### config.mk
export PLATFORM = sky130hd
export DESIGN_NAME = uart_irq_combiner
export DESIGN_NICKNAME = d
export VERILOG_FILES = /design/src/rtl/uart_irq_pkg.sv /design/src/rtl/uart_irq_level_cmp.sv /design/src/rtl/uart_irq_w1c_cell.sv /design/src/rtl/uart_irq_cfg.sv /design/src/rtl/uart_irq_combiner.sv
export SDC_FILE = /design/constraint.sdc
export NUM_CORES = 1
export LEC_CHECK = 0
export BUFFER_PORTS_ARGS = -buffer_cell sky130_fd_sc_hd__buf_4
export CORE_MARGIN = 4
export CORE_UTILIZATION = 40
export DETAILED_ROUTE_END_ITERATION = 16
export PLACE_DENSITY = 0.73
export REMOVE_ABC_BUFFERS = 1
export SLEW_MARGIN = 20
export SYNTH_ARGS = -nofsm -noshare
export SYNTH_HDL_FRONTEND = slang
export SYNTH_SLANG_ARGS = --single-unit
### constraint.sdc
create_clock -name clk -period 2.37 [get_ports clk]
set_input_delay 0.3555 -clock clk [delete_from_list [all_inputs] [get_ports clk]]
set_output_delay 0.3555 -clock clk [all_outputs]
set_load 0.02 [all_outputs]
### src/rtl/uart_irq_pkg.sv
package uart_irq_pkg;
    localparam int NSRC      = 7;
    localparam int SRC_RXLVL = 0;
    localparam int SRC_TXLVL = 1;
    localparam int SRC_RXTO  = 2;
    localparam int SRC_FRM   = 3;
    localparam int SRC_PAR   = 4;
    localparam int SRC_BRK   = 5;
    localparam int SRC_OVR   = 6;

    typedef logic [2:0] lvl_code_t;
    localparam lvl_code_t LVL_RESET = 3'd2;

    // Trigger level in eighths of the FIFO depth
    function automatic int lvl_eighths(input lvl_code_t code);
        case (code)
            3'd0:    return 1;
            3'd1:    return 2;
            3'd3:    return 6;
            3'd4:    return 7;
            default: return 4;
        endcase
    endfunction
endpackage

### src/rtl/uart_irq_level_cmp.sv
module uart_irq_level_cmp
    import uart_irq_pkg::*;
#(
    parameter int DEPTH   = 32,
    parameter int CNT_W   = $clog2(DEPTH + 1),
    parameter bit RX_SIDE = 1'b1
) (
    input  lvl_code_t        code,
    input  logic [CNT_W-1:0] fill,
    output logic             hit,
    output logic             under
);
    logic [CNT_W-1:0] thr;

    always_comb begin
        thr   = CNT_W'((DEPTH * lvl_eighths(code)) / 8);
        under = (fill < thr);
    end

    generate
        if (RX_SIDE) begin : g_rx
            assign hit = (fill >= thr);
        end else begin : g_tx
            assign hit = (fill <= thr);
        end
    endgenerate
endmodule

### src/rtl/uart_irq_w1c_cell.sv
module uart_irq_w1c_cell (
    input  logic clk,
    input  logic rst_n,
    input  logic set,
    input  logic clr,
    output logic q
);
    always_ff @(posedge clk or negedge rst_n) begin
        if (!rst_n)   q <= 1'b0;
        else if (set) q <= 1'b1;
        else if (clr) q <= 1'b0;
    end
endmodule

### src/rtl/uart_irq_cfg.sv
module uart_irq_cfg
    import uart_irq_pkg::*;
(
    input  logic            clk,
    input  logic            rst_n,
    input  logic            lvl_we,
    input  lvl_code_t       tx_lvl_in,
    input  lvl_code_t       rx_lvl_in,
    input  logic            mask_we,
    input  logic [NSRC-1:0] mask_in,
    output lvl_code_t       tx_lvl_q,
    output lvl_code_t       rx_lvl_q,
    output logic [NSRC-1:0] mask_q
);
    always_ff @(posedge clk or negedge rst_n) begin
        if (!rst_n) begin
            tx_lvl_q <= LVL_RESET;
            rx_lvl_q <= LVL_RESET;
        end else if (lvl_we) begin
            tx_lvl_q <= tx_lvl_in;
            rx_lvl_q <= rx_lvl_in;
        end
    end

    always_ff @(posedge clk or negedge rst_n) begin
        if (!rst_n)       mask_q <= '0;
        else if (mask_we) mask_q <= mask_in;
    end
endmodule

### src/rtl/uart_irq_combiner.sv
module uart_irq_combiner
    import uart_irq_pkg::*;
#(
    parameter int DEPTH = 32,
    parameter int CNT_W = $clog2(DEPTH + 1)
) (
    input  logic             clk,
    input  logic             rst_n,
    input  logic [CNT_W-1:0] tx_fill,
    input  logic [CNT_W-1:0] rx_fill,
    input  logic             rx_idle_timeout,
    input  logic             err_frame,
    input  logic             err_parity,
    input  logic             err_break,
    input  logic             err_overrun,
    input  logic             lvl_we,
    input  logic [2:0]       tx_lvl_sel,
    input  logic [2:0]       rx_lvl_sel,
    input  logic             mask_we,
    input  logic [NSRC-1:0]  mask_wdata,
    input  logic             clr_we,
    input  logic [NSRC-1:0]  clr_wdata,
    output logic [NSRC-1:0]  raw_status,
    output logic [NSRC-1:0]  masked_status,
    output logic             irq
);
    lvl_code_t       tx_lvl_q, rx_lvl_q;
    logic [NSRC-1:0] mask_q;
    logic [NSRC-1:0] set_vec;
    logic [NSRC-1:0] clr_vec;
    logic            rx_hit, rx_under, tx_hit, tx_under;

    uart_irq_cfg u_cfg (
        .clk       (clk),
        .rst_n     (rst_n),
        .lvl_we    (lvl_we),
        .tx_lvl_in (tx_lvl_sel),
        .rx_lvl_in (rx_lvl_sel),
        .mask_we   (mask_we),
        .mask_in   (mask_wdata),
        .tx_lvl_q  (tx_lvl_q),
        .rx_lvl_q  (rx_lvl_q),
        .mask_q    (mask_q)
    );

    uart_irq_level_cmp #(.DEPTH(DEPTH), .CNT_W(CNT_W), .RX_SIDE(1'b1)) u_rx_cmp (
        .code  (rx_lvl_q),
        .fill  (rx_fill),
        .hit   (rx_hit),
        .under (rx_under)
    );

    uart_irq_level_cmp #(.DEPTH(DEPTH), .CNT_W(CNT_W), .RX_SIDE(1'b0)) u_tx_cmp (
        .code  (tx_lvl_q),
        .fill  (tx_fill),
        .hit   (tx_hit),
        .under (tx_under)
    );

    always_comb begin
        set_vec            = '0;
        set_vec[SRC_RXLVL] = rx_hit;
        set_vec[SRC_TXLVL] = tx_hit;
        set_vec[SRC_RXTO]  = rx_idle_timeout && (rx_fill != '0) && rx_under;
        set_vec[SRC_FRM]   = err_frame;
        set_vec[SRC_PAR]   = err_parity;
        set_vec[SRC_BRK]   = err_break;
        set_vec[SRC_OVR]   = err_overrun;
        clr_vec            = clr_we ? clr_wdata : '0;
    end

    generate
        for (genvar i = 0; i < NSRC; i++) begin : g_src
            uart_irq_w1c_cell u_cell (
                .clk   (clk),
                .rst_n (rst_n),
                .set   (set_vec[i]),
                .clr   (clr_vec[i]),
                .q     (raw_status[i])
            );
        end
    endgenerate

    assign masked_status = raw_status & mask_q;
    assign irq           = |masked_status;
endmodule

After elaboration in Yosys (flattened, before gate mapping)
Index checks and enable logic that the tools add are counted.
{"block": "classes", "magnitude_cmp": 3, "eq_ne": 6, "muxes": 17, "bitwise": 1, "n_reduce_logical": 13}
{"cell": "$pmux W3 S4", "n": 2}
{"cell": "$mux W1", "n": 14}
{"cell": "$reduce_bool A2 Y1", "n": 7}
{"cell": "$and A7 B7 Y7", "n": 1}
{"cell": "$mux W7", "n": 1}
{"cell": "$reduce_or A7 Y1", "n": 1}
{"cell": "$eq A3 B1 Y1 const B", "n": 2}
{"cell": "$eq A3 B2 Y1 const B", "n": 2}
{"cell": "$eq A3 B3 Y1 const B", "n": 2}
{"cell": "$ge A6 B5 Y1", "n": 1}
{"cell": "$le A6 B5 Y1", "n": 1}
{"cell": "$logic_not A3 Y1", "n": 2}
{"cell": "$lt A6 B5 Y1", "n": 1}
{"cell": "$reduce_bool A6 Y1", "n": 1}
{"cell": "$logic_and A1 B1 Y1", "n": 2}
{"block": "word_totals", "register_bits": 20, "inputBits": 42, "output_inout_bits": 15, "elab_cells": 50}

Logic depth before layout (Yosys ltp)
{"block": "depth", "word_depth": 5, "ltp_mapped": 6}

Hierarchy
Synthesis repeated with hierarchy kept, for this count alone.
{"block": "unflattened", "cells_unflattened": 94, "hier_area_um2": 1142.3}
{"module": "uart_irq_cfg", "n_inst": 1, "cells_each": 28, "area_per_inst_um2": 545.5}
{"module": "uart_irq_w1c_cell", "n_inst": 7, "cells_each": 3, "area_per_inst_um2": 36.3}
{"module": "uart_irq_combiner", "n_inst": 1, "cells_each": 19, "area_per_inst_um2": 133.9}
{"module": "uart_irq_level_cmp at u_tx_cmp", "n_inst": 1, "cells_each": 14, "area_per_inst_um2": 105.1}
{"module": "uart_irq_level_cmp at u_rx_cmp", "n_inst": 1, "cells_each": 12, "area_per_inst_um2": 103.8}

Worst setup path before layout
No wires, ideal clock.
{"block": "synth_path", "kind": "reg2out", "from": "register g_src[5].u_cell.q", "to": "output irq", "arrival_time_ps": 1588, "required_ps": 2014, "slack_ps": 427, "path_stages_with_launch": 4, "cell_sequence": "dfrtp_1 and2_1 or4_1 or4_1"}
{"block": "synth_via", "elab_chain_len": 2}
{"element": "start, declared", "line": "uart_irq_w1c_cell.sv:6", "source": "output logic q"}
{"element": "start signal, assigned", "line": "uart_irq_w1c_cell.sv:9", "source": "if (!rst_n) q <= 1'b0;"}
{"element": "start signal, assigned", "line": "uart_irq_w1c_cell.sv:10", "source": "else if (set) q <= 1'b1;"}
{"element": "start signal, assigned", "line": "uart_irq_w1c_cell.sv:11", "source": "else if (clr) q <= 1'b0;"}
{"element": "$and A7 B7 Y7", "line": "uart_irq_combiner.sv:84", "source": "assign masked_status = raw_status & mask_q;"}
{"element": "named net masked_status[5]", "line": "uart_irq_combiner.sv:24", "source": "output logic [NSRC-1:0] masked_status,"}
{"element": "$reduce_or A7 Y1", "line": "uart_irq_combiner.sv:85", "source": "assign irq = |masked_status;"}
{"element": "end, declared", "line": "uart_irq_combiner.sv:25", "source": "output logic irq"}
The timed path passes the listed nets, and every way through them passes these cells.

Worst setup path in the final report
{"block": "layout_path", "from": "register g_src[2].u_cell.q", "to": "output irq"}
{"block": "layout_via", "elab_chain_len": 2}
{"element": "start, declared", "line": "uart_irq_w1c_cell.sv:6"}
{"element": "start signal, assigned", "line": "uart_irq_w1c_cell.sv:9"}
{"element": "start signal, assigned", "line": "uart_irq_w1c_cell.sv:10"}
{"element": "start signal, assigned", "line": "uart_irq_w1c_cell.sv:11"}
{"element": "$and A7 B7 Y7", "line": "uart_irq_combiner.sv:84"}
{"element": "$reduce_or A7 Y1", "line": "uart_irq_combiner.sv:85"}
Every way passes these cells.

==> run_results.csv <==
group,metric,value,unit
synthesis,syn-instance-count,91,
synthesis,syn-cell-area,1040,µm²
timing,final.setup_skew,0.00562,ns
global_routing,grt_pass1_wl,3540,µm
critical_path,cp-startpoint,"g_src[2].u_cell.q",
drt,routed_wl,2220,µm
synthesis,ys_seq_area_frac,0.481,
synthesis,yosys.area.top_type,"dfrtp_1",
final_layout,layout_commonest_cell,"buf_4",
synthesis,synth_edf_count,0,
drt,routed_via_density,4.84,
global_routing,antenna_found_initial,0,
final_layout,n_antenna_cell,0,
critical_path,timing.critical_path.to,"irq",
final_layout,drive_gt1_frac,0.531,
final_layout,layout_common_cells,"56 x buf_4, 18 x dfrtp_1, 13 x mux2_2",
critical_path,regToRegEndpoint,"g_src[2].u_cell.q",
synthesis,yosysWarningCount,0,
synthesis,netlist-cell-type-count,25,
place,place.gp.congestion,0.783,
clocking,cts_buffers,3,
final_layout,finalNetCount,192,
min_path,holdCritStartpoint,"err_overrun",
timing,worst_slack,0.0995,ns
clocking,cts_sinks,20,
status,status,"finished, final reports clean",
global_routing,grt_pass1_vias,846,
critical_path,start_kind,"flop",
flow_run,drv_cap,0,
place,dp_hpwl,1920,µm
clocking,cts_tree,"built",
final_layout,area_delta_synth_final,42.5,%
drt,dr_wl_met2,1060,µm
drt,top_layer_used,"met4",
pwr,p_leak,0.726,nW
synthesis,yosys-top-cells-area,"dfrtp_1 43%, mux2_2 14%, ha_1 7.2%",
timing,fmax,440,MHz
floorplanning,io_pins,57,
critical_path,cp_max_fo,3,
synthesis,ys.flop_type,"dfrtp_1",
floorplanning,start_util,0.422,
timing,final.min_clock_period,2.27,ns
pwr,power_density,566,nW/µm²
synthesis,synth_seq_cells,20,
timing,holdWs,0.231,ns
place,dp_slack,0.380,ns
clocking,cts.path.max_buffers,2,
drt,drt-met1-wl,901,µm
floorplanning,core_area,2480,µm²
global_routing,grt_max_degree,21,
drt,drt-pass1-iter-count,3,
timing,rsz0062_at_grt,"no",
critical_path,critPathKind,"flop to primary output",
clocking,clock_latency,0.29,ns
clocking,cts_root_buffer,"clkbuf_4",
floorplanning,die_x,59.1,µm
pwr,total_power,0.843,mW
timing,worstMarginPinSlew,0.561,ns
clocking,cts_resized,0,
timing,finalSetupTns,0,ns
critical_path,reg2regPathDepth,6,
critical_path,regToRegStartpoint,"u_cfg.rx_lvl_q[1]",
clocking,htreeDepth,1,
timing,setup_viol,0,
drt,avgRoutedWirePerCell,12.8,µm
synthesis,synth.avg_cell_area,11.5,µm²
clocking,clkTransAtPathRegs,0.11,ns
floorplanning,row_count,18,
timing,fin_crit_sh,0.958,
critical_path,rrSetupSlack,0.37,ns
pwr,ir_drop,0.000377,V
critical_path,worst_ep_required_time,2.01,ns
drt,via_count,837,
critical_path,cp-end-kind,"primary output",
drt,route.detailed.drc,0,
drt,wl_met3,247,µm
global_routing,grt-ovfl-total,0,
global_routing,grt_usage,0.133,
synthesis,synth.top_cell.area_share,0.431,
timing,slew_headroom,0.616,
synthesis,synth_async_sr_flop_share,1.00,
drt,antenna_left,0,
timing,final-hold-violation-count,0,
floorplanning,die_area,3490,µm²
drt,drt_iter0_markers,17,
timing,slew_viol_final,0,
floorplanning,die_y,59.1,µm
critical_path,arrival,1.92,ns
clocking,post-cts-setup-buffers,0,
min_path,hold_class,"input pin to flop",
place,portBuffers,56,
==> metrics by stage <==
| stage | cells | cell area, µm² | utilization |
|---|---|---|---|
| after detailed placement | 168 | 1440 | 0.582 |
| after CTS | 173 | 1490 | 0.601 |
| after global routing | 173 | 1490 | 0.601 |
| after global placement | 168 | 1440 | 0.582 |
| final | 173 | 1490 | 0.601 |
| after floorplan | 82 | 985 | - |
==> flip-flops by register name (all words and copies together) (netlist names) <==
name / flops
u_cfg.mask_q: 7
g_src.u_cell.q: 7
u_cfg.tx_lvl_q: 3
u_cfg.rx_lvl_q: 3
==> layer usage <==
| layer | up-vias | GRT usage |
|---|---|---|
| li1 | 417 | - |
| met1 | 381 | 0.165 |
| met2 | 37 | 0.224 |
| met3 | 2 | 0.0327 |
| met4 | 0 | 0.0485 |
| met5 | - | 0 |
==> synth_stat cells, drive strengths merged, types with 2 or more instances <==
library cell / number
dfrtp: 18
nor3: 2
clkbuf: 2
mux2i: 2
or4: 2
mux2: 13
nor2: 5
nand2: 9
ha: 6
inv: 2
a21o: 4
dfstp: 2
and2: 7
buf: 7
==> kinds of logic (layout without fill, tap and decap cells) <==
group | Yosys count | in the layout | synth area share
and+or+nand+nor | 31 | 31 | 0.162
DFF | 20 | 20 | 0.481
muxes | 15 | 15 | 0.159
buffers and inverters | 11 | 63 | 0.0647
AOI/OAI and AO/OA | 8 | 8 | 0.0611
adders and majority gates | 6 | 6 | 0.0719
==> worst min-delay path by stage <==
stage	endpoint	slack, ns	cells after the start
finish	g_src[6].u_cell.q	0.23	2
global route	g_src[6].u_cell.q	0.22	2
CTS	g_src[6].u_cell.q	0.22	2
detailed placement	g_src[5].u_cell.q	0.25	1
global placement	g_src[6].u_cell.q	0.25	1
floorplan	g_src[0].u_cell.q	0.06	0
==> power by group <==
group,leakage (nW),internal [mW],switching [mW]
sequential,0.222,0.379,0.0232
clock,0.0210,0.0935,0.0987
combinational,0.483,0.141,0.108
==> repair_timing <==
action                     4_1_cts  5_1_grt
hold endpoints to repair        18        0
hold buffers                     1        0
setup endpoints to repair        0        0
==> critical path: stages, from the launching register on <==
cell and delay, ns:
dfrtp_1 0.41, and2_4 0.14, or4_1 0.51, or4_1 0.40, buf_4 0.17
==> area by class of cell <==
class                   instances  area (µm²)
clock buffers                   4        36.3
fillers                       219         988
inverters                       2        7.51
multi-input cells              60         474
flip-flops and latches         20         503
well taps                      30        37.5
repair buffers                 57         430
Power figures use the tool's default switching activity.
